$ cat config.mk
export PLATFORM = sky130hd
export DESIGN_NAME = busPhaseTracker
export DESIGN_NICKNAME = d
export VERILOG_FILES = /design/src/rtl/busPhasePkg.sv /design/src/rtl/busPhaseCtrl.sv /design/src/rtl/busPhaseTags.sv /design/src/rtl/busPhaseTracker.sv
export SDC_FILE = /design/constraint.sdc
export NUM_CORES = 1
export LEC_CHECK = 0
export BUFFER_PORTS_ARGS = -buffer_cell sky130_fd_sc_hd__buf_2
export CAP_MARGIN = 20
export CORE_MARGIN = 5
export CORE_UTILIZATION = 36
export DETAILED_ROUTE_END_ITERATION = 7
export HOLD_SLACK_MARGIN = 0.03
export PLACE_DENSITY_LB_ADDON = 0.05
export SLEW_MARGIN = 20
export SYNTH_ARGS = -nofsm -noshare
export SYNTH_HDL_FRONTEND = slang
export SYNTH_SLANG_ARGS = --single-unit
$ cat constraint.sdc
create_clock -name clk -period 2.1 [get_ports clk]
set_clock_uncertainty 0.15 [all_clocks]
set_input_delay 0 -clock clk [delete_from_list [all_inputs] [get_ports clk]]
set_output_delay 0 -clock clk [all_outputs]
set_load 0.03 [all_outputs]
$ cat src/rtl/busPhasePkg.sv
`timescale 1ns/1ps
package busPhasePkg;
  localparam int PH_REQ = 0;
  localparam int PH_ERR = 1;
  localparam int PH_SNP = 2;
  localparam int PH_RSP = 3;
  localparam int PH_DAT = 4;
  localparam int NUM_PHASES = 5;
  localparam int NUM_STAGES = 4;  // phases before data that move as a shift chain

  typedef struct packed {
    logic push;  // a transaction is accepted
    logic pop;   // the oldest transaction retires
  } tagStrobe_t;
endpackage

$ cat src/rtl/busPhaseCtrl.sv
`timescale 1ns/1ps
module busPhaseCtrl
  import busPhasePkg::*;
#(
  parameter int MAX_OUT = 8
) (
  input  logic clk,
  input  logic rstN,
  input  logic issueValid,
  input  logic rspDone,
  input  logic dataLast,
  output logic issueReady,
  output logic full,
  output logic dataBusy,
  output logic [NUM_PHASES-1:0] phaseValid,
  output logic [$clog2(MAX_OUT)-1:0] rspOffset,
  output tagStrobe_t strobe
);
  localparam int CNT_W = $clog2(MAX_OUT + 1);
  localparam int PTR_W = $clog2(MAX_OUT);

  logic [NUM_STAGES-1:0] stageV, stageMove;
  logic dataAct;
  logic [CNT_W-1:0] pendCnt, outCnt;
  logic rspMove, dataFree, dataStart, retireNow, accept;
  logic pendInc, pendDec;

  // Each stage advances when the next one is empty or emptying in this cycle.
  always_comb begin
    stageMove[PH_RSP] = stageV[PH_RSP] && rspDone;
    for (int k = NUM_STAGES - 2; k >= 0; k--) begin
      stageMove[k] = stageV[k] && (!stageV[k+1] || stageMove[k+1]);
    end
  end

  assign rspMove   = stageMove[PH_RSP];
  assign dataFree  = !dataAct || dataLast;
  assign dataStart = dataFree && ((pendCnt != '0) || rspMove);
  assign retireNow = dataAct && dataLast;
  assign full      = (outCnt == CNT_W'(MAX_OUT));
  assign issueReady = !full && (!stageV[PH_REQ] || stageMove[PH_REQ]);
  assign accept    = issueValid && issueReady;
  assign pendInc   = rspMove && !(dataStart && (pendCnt == '0));
  assign pendDec   = dataStart && (pendCnt != '0);

  always_ff @(posedge clk) begin
    if (!rstN) begin
      stageV  <= '0;
      dataAct <= 1'b0;
      pendCnt <= '0;
      outCnt  <= '0;
    end else begin
      for (int k = 0; k < NUM_STAGES; k++) begin
        if (k == 0) stageV[k] <= accept || (stageV[k] && !stageMove[k]);
        else        stageV[k] <= stageMove[k-1] || (stageV[k] && !stageMove[k]);
      end
      dataAct <= dataStart || (dataAct && !retireNow);
      pendCnt <= pendCnt + CNT_W'(pendInc) - CNT_W'(pendDec);
      outCnt  <= outCnt + CNT_W'(accept) - CNT_W'(retireNow);
    end
  end

  assign phaseValid  = {dataAct, stageV};
  assign dataBusy    = dataAct && !dataLast;
  assign rspOffset   = PTR_W'(pendCnt) + PTR_W'(dataAct);
  assign strobe.push = accept;
  assign strobe.pop  = retireNow;
endmodule

$ cat src/rtl/busPhaseTags.sv
`timescale 1ns/1ps
module busPhaseTags
  import busPhasePkg::*;
#(
  parameter int TAG_W   = 4,
  parameter int MAX_OUT = 8
) (
  input  logic clk,
  input  logic rstN,
  input  tagStrobe_t strobe,
  input  logic [TAG_W-1:0] issueTag,
  input  logic [$clog2(MAX_OUT)-1:0] rspOffset,
  output logic [TAG_W-1:0] rspTag,
  output logic [TAG_W-1:0] dataTag,
  output logic retireValid,
  output logic [TAG_W-1:0] retireTag
);
  localparam int PTR_W = $clog2(MAX_OUT);
  localparam int DEPTH = 1 << PTR_W;

  logic [TAG_W-1:0] tagMem [DEPTH];
  logic [PTR_W-1:0] wrPtr, rdPtr, rspIdx;

  always_ff @(posedge clk) begin
    if (strobe.push) tagMem[wrPtr] <= issueTag;
  end

  always_ff @(posedge clk) begin
    if (!rstN) begin
      wrPtr       <= '0;
      rdPtr       <= '0;
      retireValid <= 1'b0;
      retireTag   <= '0;
    end else begin
      if (strobe.push) wrPtr <= wrPtr + 1'b1;
      if (strobe.pop) begin
        rdPtr     <= rdPtr + 1'b1;
        retireTag <= tagMem[rdPtr];
      end
      retireValid <= strobe.pop;
    end
  end

  // The oldest outstanding transaction is always the one in (or next for) data.
  assign rspIdx  = rdPtr + rspOffset;
  assign dataTag = tagMem[rdPtr];
  assign rspTag  = tagMem[rspIdx];
endmodule

$ cat src/rtl/busPhaseTracker.sv
`timescale 1ns/1ps
module busPhaseTracker
  import busPhasePkg::*;
#(
  parameter int TAG_W   = 4,
  parameter int MAX_OUT = 8
) (
  input  logic clk,
  input  logic rstN,
  input  logic issueValid,
  input  logic [TAG_W-1:0] issueTag,
  output logic issueReady,
  output logic full,
  input  logic rspDone,
  input  logic dataLast,
  output logic [4:0] phaseValid,
  output logic dataBusy,
  output logic [TAG_W-1:0] rspTag,
  output logic [TAG_W-1:0] dataTag,
  output logic retireValid,
  output logic [TAG_W-1:0] retireTag
);
  localparam int PTR_W = $clog2(MAX_OUT);

  tagStrobe_t strobe;
  logic [PTR_W-1:0] rspOffset;

  busPhaseCtrl #(.MAX_OUT(MAX_OUT)) uCtrl (
    .clk(clk), .rstN(rstN), .issueValid(issueValid), .rspDone(rspDone),
    .dataLast(dataLast), .issueReady(issueReady), .full(full),
    .dataBusy(dataBusy), .phaseValid(phaseValid), .rspOffset(rspOffset),
    .strobe(strobe)
  );

  busPhaseTags #(.TAG_W(TAG_W), .MAX_OUT(MAX_OUT)) uTags (
    .clk(clk), .rstN(rstN), .strobe(strobe), .issueTag(issueTag),
    .rspOffset(rspOffset), .rspTag(rspTag), .dataTag(dataTag),
    .retireValid(retireValid), .retireTag(retireTag)
  );
endmodule

---- Yosys cells after proc, flatten, opt, wreduce, memory -nomap -nowiden ----
Memories as Yosys holds them, arrays and structs flattened. A register that Yosys moved wholly into a read port is not among the register bits.
Index checks and enable logic that the tools add are counted.
storage, ports and cells
  bits of input ports ..................... 9
  ROM bits ................................ 0
  output and inout bits ................... 21
  bits in writable memories ............... 32
  memories ................................ 1
  register bits after elaboration ......... 24
  bits in latches ......................... 0
cells by class
  bitwise logic cells ..................... 0
  shift-type cells ........................ 0
  reduce and logical (&&, ||, !) cells .... 43
  multiplexer cells ....................... 4
  multiply operators ...................... 0
  add/subtract/negate cells ............... 8
  equality and inequality tests ........... 1
  divide/modulo/power cells ............... 0
  magnitude comparators ................... 0
memories
  name          words  width  rd ports  clocked after memory_dff  wr ports  RTL line            RTL
  uTags.tagMem  8      4      2         1                         1         busPhaseTags.sv:21  logic [TAG_W-1:0] tagMem [DEPTH];
operators by type and width
  kind                 number
  $logic_and 1x1->1    17
  $logic_not 1->1      13
  $logic_or 1x1->1     11
  $add 4x1->4          2
  $sub 4x1->4          2
  $add 3x1->3 const B  2
  $mux 3               2
  $eq 4x4->1 const B   1
  $logic_not 4->1      1
  $reduce_bool 4->1    1
  $add 3x1->3          1
  $add 3x3->3          1
  $mux 1               2

---- Depth between registers and ports, before layout ----
  depth after elaboration ................. 12
  depth in mapped cells ................... 10
  mapped depth without buffers ............ 10

---- By module ----
A second synthesis with hierarchy kept.
second synthesis, totals
  cell total of the unflattened synthesis .. 224
  area total of the unflattened synthesis .. 2962.8 um2
by module, submodules not included
  module        instances  area an instance (um2)  cells each  sequential area each (um2)
  busPhaseTags  1          2165.8                  142         1241.2
  busPhaseCtrl  1          797.0                   82          260.2

---- Worst setup path after synthesis ----
OpenSTA, ideal clock, no wires.
  path type ............................... flip-flop to flip-flop
  start ................................... register uCtrl.dataAct
  end ..................................... register uCtrl.pendCnt[2]
  arrival ................................. 2.222 ns
  period minus slack after synthesis ...... 2.487 ns
  cell stages (with the launch flop) ...... 9
  setup slack ............................. -0.387 ns
  data required time ...................... 1.835 ns
  library setup time ...................... 0.115 ns
  path through ............................ dfxtp_1 nor2b_1 a31oi_1 ha_1 inv_1 ha_1 fa_1 xor2_1 and2_1
between the ends
  word-level cells in the longest chain between the ends .. 8
  elaborated cells on any way between the ends .. 9
  classes of those cells .................. add/sub (2); reduce/logical (7)
ends and longest elaborated chain
  what                    RTL line            RTL
  from (decl)             busPhaseCtrl.sv:23  logic dataAct;
  from (signal assigned)  busPhaseCtrl.sv:57  dataAct <= dataStart || (dataAct && !retireNow);
  $logic_not 1->1 *       busPhaseCtrl.sv:37  assign dataFree = !dataAct || dataLast;
  $logic_or 1x1->1 *      busPhaseCtrl.sv:37
  $logic_and 1x1->1 *     busPhaseCtrl.sv:38  assign dataStart = dataFree && ((pendCnt != '0) || rspMove);
  $logic_and 1x1->1       busPhaseCtrl.sv:43  assign pendInc = rspMove && !(dataStart && (pendCnt == '0));
  $logic_not 1->1         busPhaseCtrl.sv:43
  $logic_and 1x1->1       busPhaseCtrl.sv:43
  $add 4x1->4             busPhaseCtrl.sv:58  pendCnt <= pendCnt + CNT_W'(pendInc) - CNT_W'(pendDec);
  $sub 4x1->4 *           busPhaseCtrl.sv:58
  to (signal assigned)    busPhaseCtrl.sv:58
  to (decl)               busPhaseCtrl.sv:24  logic [CNT_W-1:0] pendCnt, outCnt;
Mark *: on every way between the ends. The rest lies on a longest branch, timed or not.
A chain may end at the register's enable or synchronous reset.

---- Final worst setup path ----
  start ................................... register uCtrl.dataAct
  end ..................................... output rspTag[1]
between the ends
  word-level cells in the longest chain between the ends .. 3
ends and longest elaborated chain
  what         RTL line               RTL
  $add 3x1->3  busPhaseCtrl.sv:65     assign rspOffset = PTR_W'(pendCnt) + PTR_W'(dataAct);
  $add 3x3->3  busPhaseTags.sv:45     assign rspIdx = rdPtr + rspOffset;
  $mem_v2 8x4  n/a
  to (decl)    busPhaseTracker.sv:18  output logic [TAG_W-1:0] rspTag,
Every way passes these cells.

==> flow_summary.toml <==
[detailed_routing]
dr_total_vias = 1845
drt_iter0_markers = 118
dr.pass1.iters = 4
wl_per_cell_um = 15.2
totalWireLength_um = 5950
post-route-drc-count = 0
viasPerCell = 4.69
ant_nets = 0

[flow_run]
max_cap_violations = 0

[pwr]
leakage_nw = 1.49
swShare = 0.330
combPwrFrac = 0.479
netSwitchingPower_mw = 1.70
power_frac_seq = 0.284
power_density_nw_per_um2 = 1370
clkPwrFrac = 0.237
p_int_mw = 3.45
fin_total_pwr_mw = 5.15
ir_worst_vdd_mv = 0.469

[die]
die-area_um2 = 9900
rows = 32
floorplan.initialDensity = 0.371
core_area_um2 = 7770
io_pins = 30
die_h_um = 99.5
die_w_um = 99.5

[global_routing]
grt_usage = 0.130
grt_pass1_vias = 1917
grt_pass1_wl_um = 9700
grt_max_degree = 29
antenna_found_initial = 0
gr-total-overflow = 0

[worst_setup_path]
crit_path_end_kind = "primary output"
cp.arrival_ps = 2370
r2r_cells = 9
crit_type = "reg2out"
cp-start-kind = "flip-flop"
path_max_fanout = 8
required_ps = 1950
rrSetupSlack_ps = 10
reg2reg_from = "uCtrl.dataAct"
rr_endpoint = "uCtrl.pendCnt[2]"

[final_layout]
seq_area_um2 = 1510
final_area_um2 = 3740
syn2layout_area_growth_pct = 29.9
drive_above_1_share = 0.433
fin_nets = 311
multi_input_area_um2 = 1330
fill_cells = 729
diodes = 0
final_common_cell = "edfxtp_1"
final_cell_mix = "edfxtp_1 (32), buf_2 (25), buf_4 (25)"
stdcell_count = 393

[clocking]
path_clk_slew_ps = 70
postCtsSetupBuffers = 0
numCtsBuffers = 9
clk_latency_ps = 330
htree_levels = 3
cts.path.max_buffers = 2
clock-sinks = 59
cts_tree = "yes"
cts_root_buf = "clkbuf_8"

[timing]
maxSlewHeadroom = 0.626
finalWorstSetupSlack_ps = -419
fin_crit_ps = 2520
finalSetupViolCount = 4
hold_viol = 0
fmax_mhz = 397
timing.final.crit_share = 1.20
worst_slew_pin_slew_ps = 560
drv_slew = 0
rsz0062_at_grt = "true"

[logic_synthesis]
synth_area_um2 = 2880
syn_area_per_cell_um2 = 13.2
ys_ff_latch = 59
synth_cell_type_count = 42
ys.flop_type = "edfxtp_1"
syn_inst = 219
syn-num-nets = 244
seq_area_frac_synth = 0.521
synth_edf_count = 32
yosys_warnings = 0
ys_async_sr_fraction = 0

[worst_hold_path]
min_from = "uCtrl.stageV[2]"
hold_depth = 1
hold_end = "uCtrl.stageV[3]"
min_path_type = "reg2reg"

[place]
dp_cells = 367
placed_cell_area_um2 = 3330
pre_cts_slack_ps = -243
gp_congestion = 0.720
port_buffers = 29
dp_hpwl_um = 4380

[status]
violations = "negative setup slack"
status = "finished, violations left"
[repair_timing]
item,4_1_cts,5_1_grt
hold buffers,10,0
setup endpoints to repair,6,15
resized for setup,17,13
hold endpoints to repair,56,0
pin swaps,1,11
[layout make-up]
cell class                 count  area share
sequential                    59       0.404
multi-input combinational    133       0.354
timing repair buffer          65       0.128
clock buffer                  11      0.0351
tap                          102      0.0341
clock inverter                 5      0.0271
inverter                      18      0.0180
[layer usage]
layer  wire (µm)  global-route usage
met4          87              0.0630
met3         217              0.0316
met1        2910               0.178
met2        2740               0.191
met5           0                   0
[cell usage after synthesis, types with 2 or more instances]
| cell | instances | share of area |
|---|---|---|
| dfxtp_1 | 27 | 0.19 |
| nand2b_1 | 2 | 0.0043 |
| a221oi_2 | 4 | 0.021 |
| o22ai_1 | 2 | 0.0043 |
| o21ba_1 | 3 | 0.010 |
| inv_1 | 18 | 0.023 |
| nor3_1 | 4 | 0.0069 |
| o21a_1 | 2 | 0.0052 |
| nor4_1 | 3 | 0.0065 |
| nand2_1 | 12 | 0.016 |
| edfxtp_1 | 32 | 0.33 |
| mux4_2 | 8 | 0.062 |
| a21boi_0 | 2 | 0.0052 |
| clkbuf_1 | 2 | 0.0026 |
| mux2i_1 | 10 | 0.035 |
| buf_1 | 2 | 0.0026 |
| mux2_2 | 10 | 0.039 |
| fa_1 | 4 | 0.028 |
| ha_1 | 12 | 0.052 |
| a21o_1 | 2 | 0.0052 |
| xor2_1 | 3 | 0.0091 |
| a21oi_1 | 3 | 0.0052 |
| mux2_4 | 2 | 0.010 |
| nand3_1 | 4 | 0.0069 |
| buf_4 | 3 | 0.0078 |
| and2_1 | 10 | 0.022 |
| xnor2_1 | 5 | 0.015 |
| nor2b_1 | 6 | 0.013 |
| o21ai_0 | 6 | 0.010 |
| o22ai_2 | 2 | 0.0087 |
| nor2_1 | 3 | 0.0039 |
[power by group through the flow]
stage	sequential, mW	clock [mW]	combinational, mW
after floorplan	1.51	0	1.62
after global placement	1.48	0	2.25
after detailed placement	1.48	0	2.25
after CTS	1.46	1.25	2.45
after global routing	1.48	1.30	2.69
final	1.46	1.22	2.47
[through the flow]
| step | util | setup TNS, ps | hold slack, ps |
|---|---|---|---|
| floorplan | - | -287 | -106 |
| global placement | 0.429 | -938 | 140 |
| detailed placement | 0.429 | -1020 | 142 |
| CTS | 0.478 | -1850 | 328 |
| global route | 0.482 | -2090 | 351 |
| finish | 0.482 | -1650 | 337 |
[sequential cells by signal, indices dropped and copies added, names as in the netlist, named ones only]
register	count
uTags.tagMem	32
uCtrl.outCnt	4
uTags.retireValid	1
uTags.rdPtr	3
uTags.retireTag	4
uCtrl.dataAct	1
uCtrl.pendCnt	4
uCtrl.stageV	4
uTags.wrPtr	3
[cell families (layout without fill, tap and decap cells)]
| family | after synthesis | in the layout | synth area share |
|---|---|---|---|
| buf+inv | 27 | 99 | 0.0473 |
| mux | 30 | 30 | 0.147 |
| xor+xnor | 8 | 8 | 0.0243 |
| compound gates | 29 | 29 | 0.0855 |
| fa+ha+maj | 16 | 16 | 0.0799 |
| flops | 59 | 59 | 0.521 |
| simple gates | 50 | 50 | 0.0955 |
[how the worst max path moves through the flow]
stage / startpoint / end / slack (ps) / depth (start not counted)
3_3_place_gp: uCtrl.pendCnt[0] / rspTag[1] / -220 / 6
5_1_grt: uCtrl.dataAct / rspTag[3] / -490 / 6
4_1_cts: uCtrl.pendCnt[0] / rspTag[1] / -470 / 6
2_1_floorplan: uCtrl.dataAct / uCtrl.pendCnt[2] / -30 / 8
6_report: uCtrl.dataAct / rspTag[1] / -420 / 6
3_5_place_dp: uCtrl.pendCnt[0] / rspTag[1] / -240 / 6
[worst max-delay path: stages, from the launching register on]
cell and delay [ps]:
dfxtp_2 330, fa_2 380, inv_2 60, fa_2 530, mux4_2 320, mux2_4 280, buf_6 140
(Power assumes the default switching activity.)
